==> src/rtl/evt_pkg.sv <==
package evt_pkg;
  localparam int TMR_W   = 24;
  localparam int PRIME_W = 16;
  localparam int N_CMP   = 4;
  localparam int STAT_W  = 16;
  localparam int ADDR_W  = 4;
  localparam int CFG_W   = 2;

  typedef logic [ADDR_W-1:0] addr_t;

  localparam addr_t A_TIMER    = addr_t'(0);
  localparam addr_t A_CMP_BASE = addr_t'(1);
  localparam addr_t A_PRIME    = addr_t'(5);
  localparam addr_t A_CFG      = addr_t'(6);
  localparam addr_t A_MASK     = addr_t'(7);
  localparam addr_t A_STAT     = addr_t'(8);

  localparam int CFG_PRIME  = 0;
  localparam int CFG_STREAM = 1;

  localparam int BIT_ATTN = 10;
  localparam int BIT_DOZE = 9;
  localparam int BIT_T1   = 8;
  localparam int BIT_RX   = 7;
  localparam int BIT_TX   = 6;
  localparam int BIT_CCA  = 5;
  localparam int BIT_T3   = 4;
  localparam int BIT_T4   = 3;
  localparam int BIT_T2   = 2;

  // strobes from control to datapath
  typedef struct packed {
    logic             wrTimer;
    logic [N_CMP-1:0] wrCmp;
    logic             wrPrime;
  } dpStrobe_t;

  // hit reports from datapath to control
  typedef struct packed {
    logic [N_CMP-1:0] hit;
    logic             primeHit;
  } dpHit_t;
endpackage

==> src/rtl/evt_datapath.sv <==
module evt_datapath
  import evt_pkg::*;
(
  input  logic                        clk,
  input  logic                        rstN,
  input  logic                        tick,
  input  logic [TMR_W-1:0]            wdata,
  input  dpStrobe_t                   strobe,
  output logic [TMR_W-1:0]            timerVal,
  output logic [N_CMP-1:0][TMR_W-1:0] cmpVal,
  output logic [PRIME_W-1:0]          primeVal,
  output dpHit_t                      hits
);
  logic [TMR_W-1:0] timerNext;
  logic             advance;

  assign timerNext = timerVal + TMR_W'(1);
  assign advance   = tick && !strobe.wrTimer;

  always_ff @(posedge clk or negedge rstN) begin
    if (!rstN)                timerVal <= '0;
    else if (strobe.wrTimer)  timerVal <= wdata;
    else if (tick)            timerVal <= timerNext;
  end

  for (genvar i = 0; i < N_CMP; i++) begin : g_cmp
    always_ff @(posedge clk or negedge rstN) begin
      if (!rstN)                cmpVal[i] <= '0;
      else if (strobe.wrCmp[i]) cmpVal[i] <= wdata;
    end
    // a hit only when the timer steps onto the value
    assign hits.hit[i] = advance && (timerNext == cmpVal[i]);
  end

  always_ff @(posedge clk or negedge rstN) begin
    if (!rstN)               primeVal <= '0;
    else if (strobe.wrPrime) primeVal <= wdata[PRIME_W-1:0];
  end

  assign hits.primeHit = advance && (timerNext[PRIME_W-1:0] == primeVal);
endmodule

==> src/rtl/evt_control.sv <==
module evt_control
  import evt_pkg::*;
(
  input  logic                        clk,
  input  logic                        rstN,
  input  logic                        regWe,
  input  logic                        regRe,
  input  addr_t                       regAddr,
  input  logic [TMR_W-1:0]            regWdata,
  output logic [TMR_W-1:0]            regRdata,
  input  logic                        dozeMode,
  input  logic                        attnN,
  input  logic                        pwrUpDone,
  input  logic                        rxDone,
  input  logic                        rxWord,
  input  logic                        txDone,
  input  logic                        txWord,
  input  logic                        ccaDone,
  input  logic [TMR_W-1:0]            timerVal,
  input  logic [N_CMP-1:0][TMR_W-1:0] cmpVal,
  input  logic [PRIME_W-1:0]          primeVal,
  input  dpHit_t                      hits,
  output dpStrobe_t                   strobe,
  output logic [STAT_W-1:0]           statusWord,
  output logic [STAT_W-1:0]           maskWord,
  output logic                        dozeWake,
  output logic                        irqN
);
  logic [CFG_W-1:0]  cfgReg;
  logic [STAT_W-1:0] setVec;
  logic              statClr;
  logic              streamMode;
  logic              primeEn;
  logic              dozeHit;

  assign streamMode = cfgReg[CFG_STREAM];
  assign primeEn    = cfgReg[CFG_PRIME];
  assign statClr    = regRe && (regAddr == A_STAT);
  assign dozeHit    = hits.hit[1] && dozeMode;

  always_comb begin
    strobe.wrTimer = regWe && (regAddr == A_TIMER);
    strobe.wrPrime = regWe && (regAddr == A_PRIME);
    for (int i = 0; i < N_CMP; i++)
      strobe.wrCmp[i] = regWe && (regAddr == addr_t'(int'(A_CMP_BASE) + i));
  end

  always_ff @(posedge clk or negedge rstN) begin
    if (!rstN) begin
      cfgReg   <= '0;
      maskWord <= '0;
    end else if (regWe) begin
      if (regAddr == A_CFG)  cfgReg   <= regWdata[CFG_W-1:0];
      if (regAddr == A_MASK) maskWord <= regWdata[STAT_W-1:0];
    end
  end

  always_comb begin
    setVec            = '0;
    setVec[BIT_ATTN]  = !attnN || pwrUpDone;
    setVec[BIT_DOZE]  = dozeHit;
    setVec[BIT_T1]    = hits.hit[0];
    setVec[BIT_RX]    = streamMode ? rxWord : rxDone;
    setVec[BIT_TX]    = streamMode ? txWord : txDone;
    setVec[BIT_CCA]   = ccaDone;
    setVec[BIT_T3]    = hits.hit[2];
    setVec[BIT_T4]    = hits.hit[3];
    setVec[BIT_T2]    = hits.hit[1] || (primeEn && hits.primeHit);
  end

  always_ff @(posedge clk or negedge rstN) begin
    if (!rstN) begin
      statusWord <= '0;
      dozeWake   <= 1'b0;
    end else begin
      statusWord <= (statClr ? '0 : statusWord) | setVec;
      dozeWake   <= dozeHit;
    end
  end

  assign irqN = ~|(statusWord & maskWord);

  always_comb begin
    regRdata = '0;
    if (regAddr == A_TIMER) regRdata = timerVal;
    for (int i = 0; i < N_CMP; i++)
      if (regAddr == addr_t'(int'(A_CMP_BASE) + i)) regRdata = cmpVal[i];
    if (regAddr == A_PRIME) regRdata = TMR_W'(primeVal);
    if (regAddr == A_CFG)   regRdata = TMR_W'(cfgReg);
    if (regAddr == A_MASK)  regRdata = TMR_W'(maskWord);
    if (regAddr == A_STAT)  regRdata = TMR_W'(statusWord);
  end
endmodule

==> src/rtl/evt_irq_unit.sv <==
module evt_irq_unit
  import evt_pkg::*;
(
  input  logic              clk,
  input  logic              rstN,
  input  logic              regWe,
  input  logic              regRe,
  input  logic [ADDR_W-1:0] regAddr,
  input  logic [TMR_W-1:0]  regWdata,
  output logic [TMR_W-1:0]  regRdata,
  input  logic              tick,
  input  logic              dozeMode,
  input  logic              attnN,
  input  logic              pwrUpDone,
  input  logic              rxDone,
  input  logic              rxWord,
  input  logic              txDone,
  input  logic              txWord,
  input  logic              ccaDone,
  output logic              irqN,
  output logic              dozeWake
);
  dpStrobe_t                   strobe;
  dpHit_t                      hits;
  logic [TMR_W-1:0]            timerVal;
  logic [N_CMP-1:0][TMR_W-1:0] cmpVal;
  logic [PRIME_W-1:0]          primeVal;
  logic [STAT_W-1:0]           statusWord;
  logic [STAT_W-1:0]           maskWord;

  evt_datapath u_dp (
    .clk(clk), .rstN(rstN), .tick(tick), .wdata(regWdata), .strobe(strobe),
    .timerVal(timerVal), .cmpVal(cmpVal), .primeVal(primeVal), .hits(hits)
  );

  evt_control u_ctl (
    .clk(clk), .rstN(rstN), .regWe(regWe), .regRe(regRe), .regAddr(regAddr),
    .regWdata(regWdata), .regRdata(regRdata), .dozeMode(dozeMode),
    .attnN(attnN), .pwrUpDone(pwrUpDone), .rxDone(rxDone), .rxWord(rxWord),
    .txDone(txDone), .txWord(txWord), .ccaDone(ccaDone),
    .timerVal(timerVal), .cmpVal(cmpVal), .primeVal(primeVal), .hits(hits),
    .strobe(strobe), .statusWord(statusWord), .maskWord(maskWord),
    .dozeWake(dozeWake), .irqN(irqN)
  );
endmodule

==> config.mk <==
export PLATFORM = sky130hd
export DESIGN_NAME = evt_irq_unit
export DESIGN_NICKNAME = d
export VERILOG_FILES = /design/src/rtl/evt_pkg.sv /design/src/rtl/evt_datapath.sv /design/src/rtl/evt_control.sv /design/src/rtl/evt_irq_unit.sv
export SDC_FILE = /design/constraint.sdc
export NUM_CORES = 1
export LEC_CHECK = 0
export ABC_AREA = 1
export BUFFER_PORTS_ARGS = -buffer_cell sky130_fd_sc_hd__buf_2
export CAP_MARGIN = 20
export CORE_ASPECT_RATIO = 0.6
export CORE_MARGIN = 3
export CORE_UTILIZATION = 30
export DETAILED_ROUTE_END_ITERATION = 8
export GPL_TIMING_DRIVEN = 1
export RECOVER_POWER = 50
export SYNTH_ARGS = -nofsm -noshare
export SYNTH_HDL_FRONTEND = slang
export SYNTH_SLANG_ARGS = --single-unit
==> constraint.sdc <==
create_clock -name clk -period 1.7 [get_ports clk]
set_input_delay 0.255 -clock clk [delete_from_list [all_inputs] [get_ports clk]]
set_output_delay 0.255 -clock clk [all_outputs]
set_load 0.02 [all_outputs]
==> flow_summary_export.csv, run 1 <==
group,metric,value,unit
timing,slew_violations,0,
routing,finalWirelength,43100,um
worst_setup_path,crit_family,"simple AND/OR/NAND/NOR gates",
worst_setup_path,cp.required,2060,ps
worst_setup_path,crit_top_cell,"buf_4",
worst_setup_path,crit_type,"reg2reg",
routing,route.detailed.drc,0,
worst_setup_path,cp_slowest_stage_delay,470,ps
worst_setup_path,crit_chain,"nand2_1 -> nor2_2 -> nand2_2 -> buf_4 -> o21ai_4 -> buf_4 -> buf_4 -> buf_4 -> nand3_1 -> and3_1 -> nand3_1 -> nor2_1 -> nand2_1 -> nand2_1",
worst_setup_path,endpoint_kind,"flip-flop",
global_route,grt_usage,24.3,%
final_layout,post_route_cells_drive_above_1_share,34.8,%
worst_setup_path,r2r_setup_slack,-550,ps
timing,setup_viol,43,
logic_synthesis,netlist_area,9920,um2
final_layout,final-seq-area,4110,um2
global_route,antenna_found_initial,0,
clock_tree,root_buffer,"clkbuf_16",
power_and_ir_drop,internal-power,0.0102,W
timing,setup_slack,-547,ps
logic_synthesis,ys.flop_type,"dfrtp_1",
logic_synthesis,avgSynthCellArea,7.01,um2
worst_hold_path,holdCritStartpoint,"rxWord",
final_layout,nNetsFinal,1775,
final_layout,fill_cells,3033,
timing,hold_viol_final,0,
power_and_ir_drop,power_density,1100,nW/um2
power_and_ir_drop,clkPwrFrac,26.2,%
power_and_ir_drop,vdd_drop_max,821,uV
logic_synthesis,syn_inst,1415,
run_status,status,"complete, but fails checks",
timing,worstMarginPinSlew,1200,ps
worst_setup_path,reg2reg_to,"u_ctl.statusWord[2]",
logic_synthesis,synth_cell_type_count,41,
floorplan,die_w,241,um
routing,drtIter0Drc,1331,
final_layout,post-route-cell-area,15000,um2
clock_tree,cts_tree,"done",
worst_setup_path,cp.arrival,2600,ps
routing,postRouteAntennaNets,0,
final_layout,multiInputGateArea,5920,um2
logic_synthesis,async_flop_share,100,%
worst_setup_path,r2r_start,"u_dp.timerVal[9]",
placed_design,dpl_cell_area,12400,um2
timing,clock.fmax,0.445,GHz
clock_tree,clockBufferDepth,2,
clock_tree,h-tree-depth,4,
logic_synthesis,synth-seq-cells,164,
global_route,grt_max_degree,47,
worst_hold_path,min_path_cells,3,
placed_design,dp_hpwl,31200,um
worst_hold_path,hold_path_end,"u_ctl.statusWord[7]",
floorplan,coreArea,31800,um2
routing,via_per_inst,5.30,
floorplan,start_util,31.2,%
power_and_ir_drop,p_sw_share,38.1,%
clock_tree,clkSlewWorstSetupHoldPaths,60,ps
floorplan,die-area,35400,um2
floorplan,boundaryPins,67,
timing,worst_clock_skew,15.7,ps
timing,tns,-11160,ps
global_route,grt_pass1_wl,64900,um
logic_synthesis,synth-edff-count,0,
power_and_ir_drop,total_power,0.0165,W
clock_tree,cts_made_buffers,17,
logic_synthesis,yosysWarnings,0,
floorplan,row_count,50,
power_and_ir_drop,comb_power_share,40.2,%
global_route,overflow,0,
routing,firstDrtPassIters,5,
timing,min_period,2250,ps
worst_setup_path,worst_setup_path_start_kind,"flip-flop",
logic_synthesis,synth_seq_area_share,41.4,%
clock_tree,clk_latency,470,ps
routing,wl_per_cell,20.0,um
run_status,failed_checks,"setup timing",
worst_setup_path,path_max_fanout,4,
clock_tree,cts_num_sinks,164,
timing,fin_crit_sh,132,%
worst_setup_path,ff2ff_path_depth,14,
final_layout,diodes,0,
global_route,grt_pass1_vias,10800,
routing,vias,11400,
worst_setup_path,crit_slowest_cell,"dfrtp_1",
logic_synthesis,syn-num-nets,1457,
worst_hold_path,min_path_type,"in2reg",
floorplan,dieHeight,147,um
final_layout,syn_to_final_growth,50.8,%
timing,rsz0062_at_grt,"true",
timing,whs,27.1,ps
worst_setup_path,crit_buf_inv,4,
placed_design,port-buffer-count,66,
placed_design,place.gp.congestion,1.01,
power_and_ir_drop,p_switching,0.00629,W
job,maxCapViolCount,0,
timing,slew-limit-headroom,20.3,%
power_and_ir_drop,power_frac_seq,33.6,%
power_and_ir_drop,p_leak,7.12,nW
## what timing repair did
item | in CTS | in global routing
setup buffers | 56 | 25
hold endpoints to repair | 35 | 0
hold buffers | 5 | 0
setup endpoints to repair | 41 | 49
resized for setup | 251 | 129
cloned | 1 | 0
pin swaps | 96 | 66
## synthesized netlist by cell type, types with 2 or more instances
library cell / number / share of area, %
o21ai_1: 2 / 0.10
nor2_2: 2 / 0.13
clkbuf_1: 41 / 1.6
o21ai_2: 4 / 0.35
a221oi_1: 6 / 0.53
o211ai_1: 14 / 1.1
a21oi_1: 26 / 1.3
nor2_1: 98 / 3.7
nand3b_1: 13 / 0.98
nand2_4: 3 / 0.34
buf_4: 2 / 0.15
nand3_2: 3 / 0.30
xor2_1: 20 / 1.8
nand2_2: 17 / 1.1
o22ai_1: 27 / 1.7
nor2_4: 4 / 0.45
buf_2: 5 / 0.25
xnor2_1: 8 / 0.71
dfrtp_1: 164 / 41
o221ai_1: 27 / 2.4
o21ai_0: 168 / 8.5
a211oi_1: 7 / 0.53
inv_2: 4 / 0.15
nand2_1: 465 / 18
a21boi_0: 2 / 0.15
nand4_1: 14 / 0.88
or2_2: 2 / 0.13
inv_1: 165 / 6.2
nand3_1: 90 / 4.5
## through the flow
| stage | std cells | worst slack [ps] | util, % |
|---|---|---|---|
| CTS | 2142 | -470 | 45.1 |
| global route | 2161 | -642 | 47.0 |
| detailed placement | 2051 | -576 | 39.0 |
| global placement | 2051 | -547 | 39.0 |
| floorplan | 1415 | -71.8 | - |
| finish | 2161 | -547 | 47.0 |
## layout make-up
class | instances | area share (%)
multi-input combinational | 1033 | 39.6
sequential | 164 | 27.5
timing repair buffer | 347 | 20.4
inverter | 170 | 4.74
tap | 416 | 3.48
clock buffer | 20 | 3.12
clock inverter | 11 | 1.16
## cell usage in the layout, fill, tap and decap left out, drive strengths merged, types with 2 or more instances in the layout
master,Yosys,layout
inv,169,169
nand2,485,485
dlygate4sd3,0,5
a21boi,2,2
o221ai,27,27
a211oi,7,7
nand4,14,14
bufinv,0,4
dfrtp,164,164
or2,2,2
xor2,20,20
clkinv,1,7
o211ai,14,14
a221oi,6,6
buf,8,338
nor2,105,106
o22ai,27,27
nor3,2,2
nand3b,13,13
o21ai,175,175
nand3,93,93
clkbuf,41,24
xnor2,8,8
a21oi,26,26
## registers in the layout, indices dropped and copies added (netlist names)
| register | flops |
|---|---|
| u_ctl.dozeWake | 1 |
| u_dp.primeVal | 16 |
| u_dp.cmpVal | 96 |
| u_ctl.maskWord | 16 |
| u_ctl.cfgReg | 2 |
| u_ctl.statusWord | 9 |
| u_dp.timerVal | 24 |
## metal layers
metal  vias to the layer above  GRT usage, %  part of all wire (%)
met2                       552          33.8                    41
li1                       5277             -                     -
met1                      5534          36.8                    47
met4                         0          5.67                   1.9
met3                        82          7.07                    10
met5                         -             0                     0
## kinds of logic (layout without fill, tap and decap cells)
kind of cell	count (synthesis)	count (layout)	synth area share (%)
DFF	164	164	41.4
buffers and inverters	219	548	8.43
adders and majority gates	1	1	0.126
xor gates and xnor gates	28	28	2.47
and+or+nand+nor	716	717	30.6
AOI/OAI and AO/OA	287	287	17.0
## worst register-to-register path, stage by stage, from the launching register on
cell     delay [ps]
dfrtp_1         470
nand2_1         130
nor2_2          210
nand2_2         110
buf_4           170
o21ai_4         180
buf_4           140
buf_4            90
buf_4            90
nand3_1          90
and3_1          190
nand3_1          80
nor2_1           40
nand2_1          80
nand2_1          50
## how the worst max path moves through the flow
stage,from,endpoint,depth (start not counted)
after global placement,u_dp.timerVal[0],u_ctl.statusWord[3],12
after CTS,u_dp.timerVal[7],regRdata[7],9
after global routing,u_dp.timerVal[9],u_ctl.dozeWake,14
final,u_dp.timerVal[9],u_ctl.statusWord[2],14
after floorplan,u_dp.timerVal[1],u_ctl.dozeWake,13
after detailed placement,u_dp.timerVal[1],u_ctl.statusWord[8],17
## power by group through the flow
stage	clock network, W	logic (W)	registers, W
floorplan	0	0.00293	0.00526
global placement	0	0.00506	0.00550
detailed placement	0	0.00513	0.00550
CTS	0.00438	0.00610	0.00547
global route	0.00453	0.00719	0.00564
finish	0.00433	0.00663	0.00554
No activity file was read; power rests on OpenSTA's default activity.
==> inputs of run 2 (changes only) <==
- CORE_ASPECT_RATIO: 0.6 -> unset
==> flow_summary_export.csv, run 2 (synthesis results as in run 1) <==
group,metric,value,unit
run_status,status,"complete, but fails checks",
run_status,failed_checks,"setup timing",
floorplan,boundaryPins,67,
global_route,grt_usage,22.9,%
power_and_ir_drop,p_sw_share,38.8,%
worst_setup_path,worst_setup_path_start_kind,"flip-flop",
final_layout,diodes,0,
worst_hold_path,min_path_type,"in2reg",
timing,fin_crit_sh,131,%
timing,worstMarginPinSlew,1070,ps
timing,min_period,2220,ps
final_layout,regMostFlops,"u_dp.cmpVal",
placed_design,dp_hpwl,29300,um
power_and_ir_drop,p_leak,7.23,nW
power_and_ir_drop,clkPwrFrac,25.1,%
global_route,grtUsageMet1,31.2,%
global_route,top_usage_layer,"met2",
routing,finalWirelength,41400,um
clock_tree,clkSlewWorstSetupHoldPaths,70,ps
global_route,grt_pass1_wl,62900,um
placed_design,dpl_cell_area,12400,um2
global_route,grt_pass1_vias,11100,
placed_design,place.gp.congestion,0.938,
floorplan,die-area,35300,um2
timing,slew_violations,0,
clock_tree,cts_tree,"done",
clock_tree,cts_made_buffers,17,
clock_tree,cts_num_sinks,164,
floorplan,dieHeight,188,um
clock_tree,h-tree-depth,4,
timing,rsz0062_at_grt,"true",
clock_tree,clk_latency,470,ps
power_and_ir_drop,p_switching,0.00635,W
global_route,use_met3,3.57,%
global_route,grt_max_degree,63,
routing,postRouteAntennaNets,0,
timing,setup_slack,-519,ps
worst_setup_path,cp.arrival,2620,ps
floorplan,coreArea,32000,um2
global_route,antenna_found_initial,1,
final_layout,syn_to_final_growth,53.0,%
power_and_ir_drop,internal-power,0.0100,W
power_and_ir_drop,power_density,1080,nW/um2
power_and_ir_drop,vdd_drop_max,814,uV
timing,worst_clock_skew,24.1,ps
timing,slew-limit-headroom,28.4,%
worst_hold_path,min_path_cells,3,
floorplan,start_util,31.0,%
routing,drtIter0Drc,1090,
final_layout,post-route-cell-area,15200,um2
routing,vias,11200,
timing,hold_viol_final,0,
final_layout,final_common_cell,"nand2_1",
floorplan,die_w,188,um
final_layout,nNetsFinal,1793,
global_route,overflow,0,
worst_setup_path,cp.required,2100,ps
routing,firstDrtPassIters,5,
placed_design,place_ws,-773,ps
timing,clock.fmax,0.451,GHz
final_layout,postLayoutCoreUtil,47.3,%
placed_design,port-buffer-count,66,
worst_setup_path,endpoint_kind,"flip-flop",
power_and_ir_drop,total_power,0.0164,W
worst_setup_path,cp_slowest_stage_delay,430,ps
worst_setup_path,path_max_fanout,7,
worst_setup_path,ff2ff_path_depth,13,
timing,setup_viol,37,
floorplan,row_count,65,
final_layout,post_route_cells_drive_above_1_share,37.4,%
final_layout,largest_register_ffs,96,
power_and_ir_drop,power_frac_seq,33.8,%
worst_setup_path,crit_chain,"nand2_2 -> nor2_4 -> buf_6 -> nand4_1 -> nand2_2 -> buf_4 -> o21ai_0 -> nor2_1 -> nand3_1 -> nor2_1 -> buf_4 -> nand2_1 -> nand2_1",
routing,wl_per_cell,18.8,um
routing,route.detailed.drc,0,
routing,via_per_inst,5.10,
clock_tree,root_buffer,"clkbuf_16",
final_layout,reg_top3,"u_dp.cmpVal x96, u_dp.timerVal x24",
power_and_ir_drop,comb_power_share,41.2,%
global_route,met2_usage,37.6,%
clock_tree,clockBufferDepth,2,
job,maxCapViolCount,0,
worst_setup_path,crit_slowest_cell,"dfrtp_1",
final_layout,layout_common_cells,"nand2_1, buf_4, dfrtp_1, o21ai_0, inv_1",
worst_setup_path,crit_type,"reg2reg",
run 2: layer usage:
metal	share of wire [%]	vias to the layer above
met3	5.6	86
met5	0.031	-
met1	44	5447
li1	-	5311
met2	47	359
met4	3.2	2
run 2: final timing paths:
check | to | start | slack [ps]
worst max register to register | u_ctl.statusWord[3] | u_dp.timerVal[5] | -520
max in group asynchronous | u_dp.cmpVal[37] | rstN | 210
worst min register to register | u_dp.cmpVal[20] | u_dp.cmpVal[20] | 490
worst min-delay path | u_ctl.statusWord[7] | rxWord | 30
worst max-delay path | u_ctl.statusWord[3] | u_dp.timerVal[5] | -520
min in group asynchronous | u_dp.timerVal[2] | rstN | 530
run 2: worst max-delay path, delay by kind of cell, from the launching register on:
kind / cells / cell delay [ps]
AND/OR/NAND/NOR: 9 / 1260
buffers and inverters: 3 / 420
AO/OA/AOI/OAI: 1 / 60
flip-flops: 1 / 430
run 2: layout make-up:
cell class	instances	area [um2]
clock buffers	18	439
fillers	3165	16900
well taps	435	544
clock inverters	14	163
multi-input cells	1032	6040
repair buffers	366	3180
inverters	170	689
flip-flops and latches	164	4110
run 2: metrics by stage:
step | setup TNS [ps] | std cells | hold WS, ps
final | -11040 | 2199 | 26.2
after global routing | -14720 | 2199 | 25.4
after CTS | -11650 | 2166 | 1.18
after detailed placement | -20720 | 2078 | 201
after global placement | -16880 | 2078 | 204
after floorplan | -337 | 1415 | -40.6
run 2: what timing repair did:
action / CTS / global route
buffers inserted: 52 / 34
resized for setup: 249 / 169
hold endpoints to repair: 34 / 0
pin swaps: 100 / 107
gates cloned: 0 / 2
endpoints found under the setup margin: 41 / 47
hold buffers: 5 / 0
run 2: power groups by stage:
stage,combinational (W),sequential [W],clock [W]
5_1_grt,0.00738,0.00562,0.00432
6_report,0.00675,0.00554,0.00411
3_5_place_dp,0.00517,0.00548,0
2_1_floorplan,0.00293,0.00526,0
4_1_cts,0.00611,0.00546,0.00416
3_3_place_gp,0.00513,0.00548,0
==> inputs of run 3 (changes only) <==
- SYNTH_HIERARCHICAL: unset -> 1
==> flow_summary_export.csv, run 3 <==
group,metric,value,unit
timing,worst_clock_skew,14.7,ps
timing,fin_crit_sh,136,%
placed_design,port-buffer-count,66,
routing,via_per_inst,5.08,
timing,setup_slack,-610,ps
timing,slew_violations,0,
global_route,overflow,0,
timing,whs,28.0,ps
worst_setup_path,endpoint_kind,"flip-flop",
routing,postRouteAntennaNets,0,
timing,rsz0062_at_grt,"true",
timing,tns,-9640,ps
final_layout,fin_cells,2318,
worst_setup_path,startpoint,"u_dp/timerVal[1]",
final_layout,fill_cells,3433,
logic_synthesis,syn-num-nets,1609,
run_status,failed_checks,"setup timing",
routing,route.detailed.drc,0,
worst_setup_path,crit_type,"reg2reg",
worst_setup_path,cp.required,2080,ps
clock_tree,cts_num_sinks,164,
power_and_ir_drop,vdd_drop_max,824,uV
clock_tree,clockBufferDepth,2,
clock_tree,h-tree-depth,4,
run_status,status,"complete, but fails checks",
logic_synthesis,syn_inst,1567,
routing,finalWirelength,44600,um
worst_hold_path,holdCritStartpoint,"dozeMode",
floorplan,die-area,37100,um2
floorplan,coreArea,33900,um2
clock_tree,clk_latency,450,ps
placed_design,place_ws,-872,ps
worst_setup_path,r2r_setup_slack,-610,ps
routing,wl_per_cell,19.3,um
global_route,grt_max_degree,65,
floorplan,row_count,67,
clock_tree,clkSlewWorstSetupHoldPaths,80,ps
timing,worstMarginPinSlew,697,ps
final_layout,final_common_cell,"nand2_1",
logic_synthesis,avgSynthCellArea,6.66,um2
global_route,grt_usage,24.0,%
final_layout,regMostFlops,"u_dp/cmpVal",
worst_hold_path,min_path_type,"in2reg",
final_layout,post_route_cells_drive_above_1_share,34.3,%
worst_setup_path,worst_setup_path_start_kind,"flip-flop",
logic_synthesis,netlist_area,10400,um2
worst_setup_path,r2r_start,"u_dp/timerVal[1]",
placed_design,dp_cells,2236,
global_route,antenna_found_initial,0,
global_route,grt_pass1_vias,11300,
routing,drtIter0Drc,1041,
power_and_ir_drop,p_leak,7.62,nW
final_layout,reg_top3,"u_dp/cmpVal x96, u_dp/timerVal x24",
placed_design,dp_hpwl,32100,um
timing,hold_viol_final,0,
logic_synthesis,yosysWarnings,6,
floorplan,boundaryPins,67,
floorplan,dieHeight,193,um
timing,slew-limit-headroom,53.5,%
final_layout,syn_to_final_growth,47.1,%
worst_setup_path,reg2reg_to,"u_ctl/statusWord[3]",
final_layout,largest_register_ffs,96,
clock_tree,cts_tree,"done",
timing,min_period,2310,ps
power_and_ir_drop,power_density,1040,nW/um2
final_layout,nNetsFinal,1899,
worst_setup_path,path_max_fanout,5,
timing,clock.fmax,0.433,GHz
clock_tree,root_buffer,"clkbuf_16",
timing,setup_viol,37,
floorplan,start_util,30.8,%
clock_tree,cts_made_buffers,17,
worst_hold_path,min_path_cells,3,
routing,firstDrtPassIters,5,
job,maxCapViolCount,0,
global_route,grt_pass1_wl,66800,um
final_layout,layout_common_cells,"nand2_1, buf_4, inv_1, dfrtp_1, nand3_1",
final_layout,diodes,0,
worst_setup_path,cp.arrival,2690,ps
worst_hold_path,hold_path_end,"u_ctl/dozeWake",
worst_setup_path,ff2ff_path_depth,15,
final_layout,postLayoutCoreUtil,45.3,%
floorplan,die_w,193,um
placed_design,place.gp.congestion,0.967,
routing,vias,11800,
## run 3: per-layer routing
layer,track usage [%],up-vias,share of wire [%]
met5,0,-,0
met4,6.47,0,2.4
met3,5.74,69,8.0
met2,38.6,526,46
met1,32.3,5638,43
li1,-,5553,-
## run 3: how the worst max path moves through the flow
stage / end / slack [ps] / cells after the start
floorplan: u_ctl/statusWord[9] / -110 / 16
global placement: u_ctl/statusWord[3] / -830 / 14
detailed placement: u_ctl/statusWord[3] / -870 / 14
CTS: u_ctl/statusWord[3] / -600 / 15
global route: u_ctl/statusWord[2] / -700 / 19
finish: u_ctl/statusWord[3] / -610 / 15
## run 3: metrics by stage
| stage | area (um2) | power, W |
|---|---|---|
| after CTS | 14700 | 0.0155 |
| after global routing | 15400 | 0.0168 |
| after global placement | 13000 | 0.0107 |
| final | 15400 | 0.0159 |
| after floorplan | 10500 | 0.00821 |
| after detailed placement | 13000 | 0.0108 |
## run 3: layout make-up
type / instances / area, um2 / share of cell area (%)
inverter: 182 / 706 / 4.60
sequential: 164 / 4120 / 26.8
multi-input combinational: 1171 / 6450 / 42.0
timing repair inverter: 1 / 7.51 / 0.0489
tap: 448 / 561 / 3.65
clock inverter: 14 / 176 / 1.15
timing repair buffer: 320 / 2900 / 18.9
clock buffer: 18 / 439 / 2.86
## run 3: what timing repair did
item	CTS	global route
resized for setup	200	170
pin swaps	70	71
endpoints found under the hold margin	18	0
setup buffers	35	14
hold buffers	4	0
cloned	5	1
setup endpoints to repair	46	48
## run 3: worst max-delay path, stage by stage, from the launching register on
cell	delay [ps]
dfrtp_2	430
ha_4	180
nand2_4	60
nor2_4	150
nand2_4	130
o21bai_4	230
nand2_4	90
buf_6	130
nand2_2	50
nand2_1	60
nor2_2	160
nand2_2	110
nor2_2	110
nand2_2	70
nor2_4	170
a21o_1	110
## run 3: where the power goes
part           total [W]  switching, W  internal, W
sequential       0.00565      0.000871      0.00478
combinational    0.00610       0.00353      0.00258
clock            0.00419       0.00181      0.00237
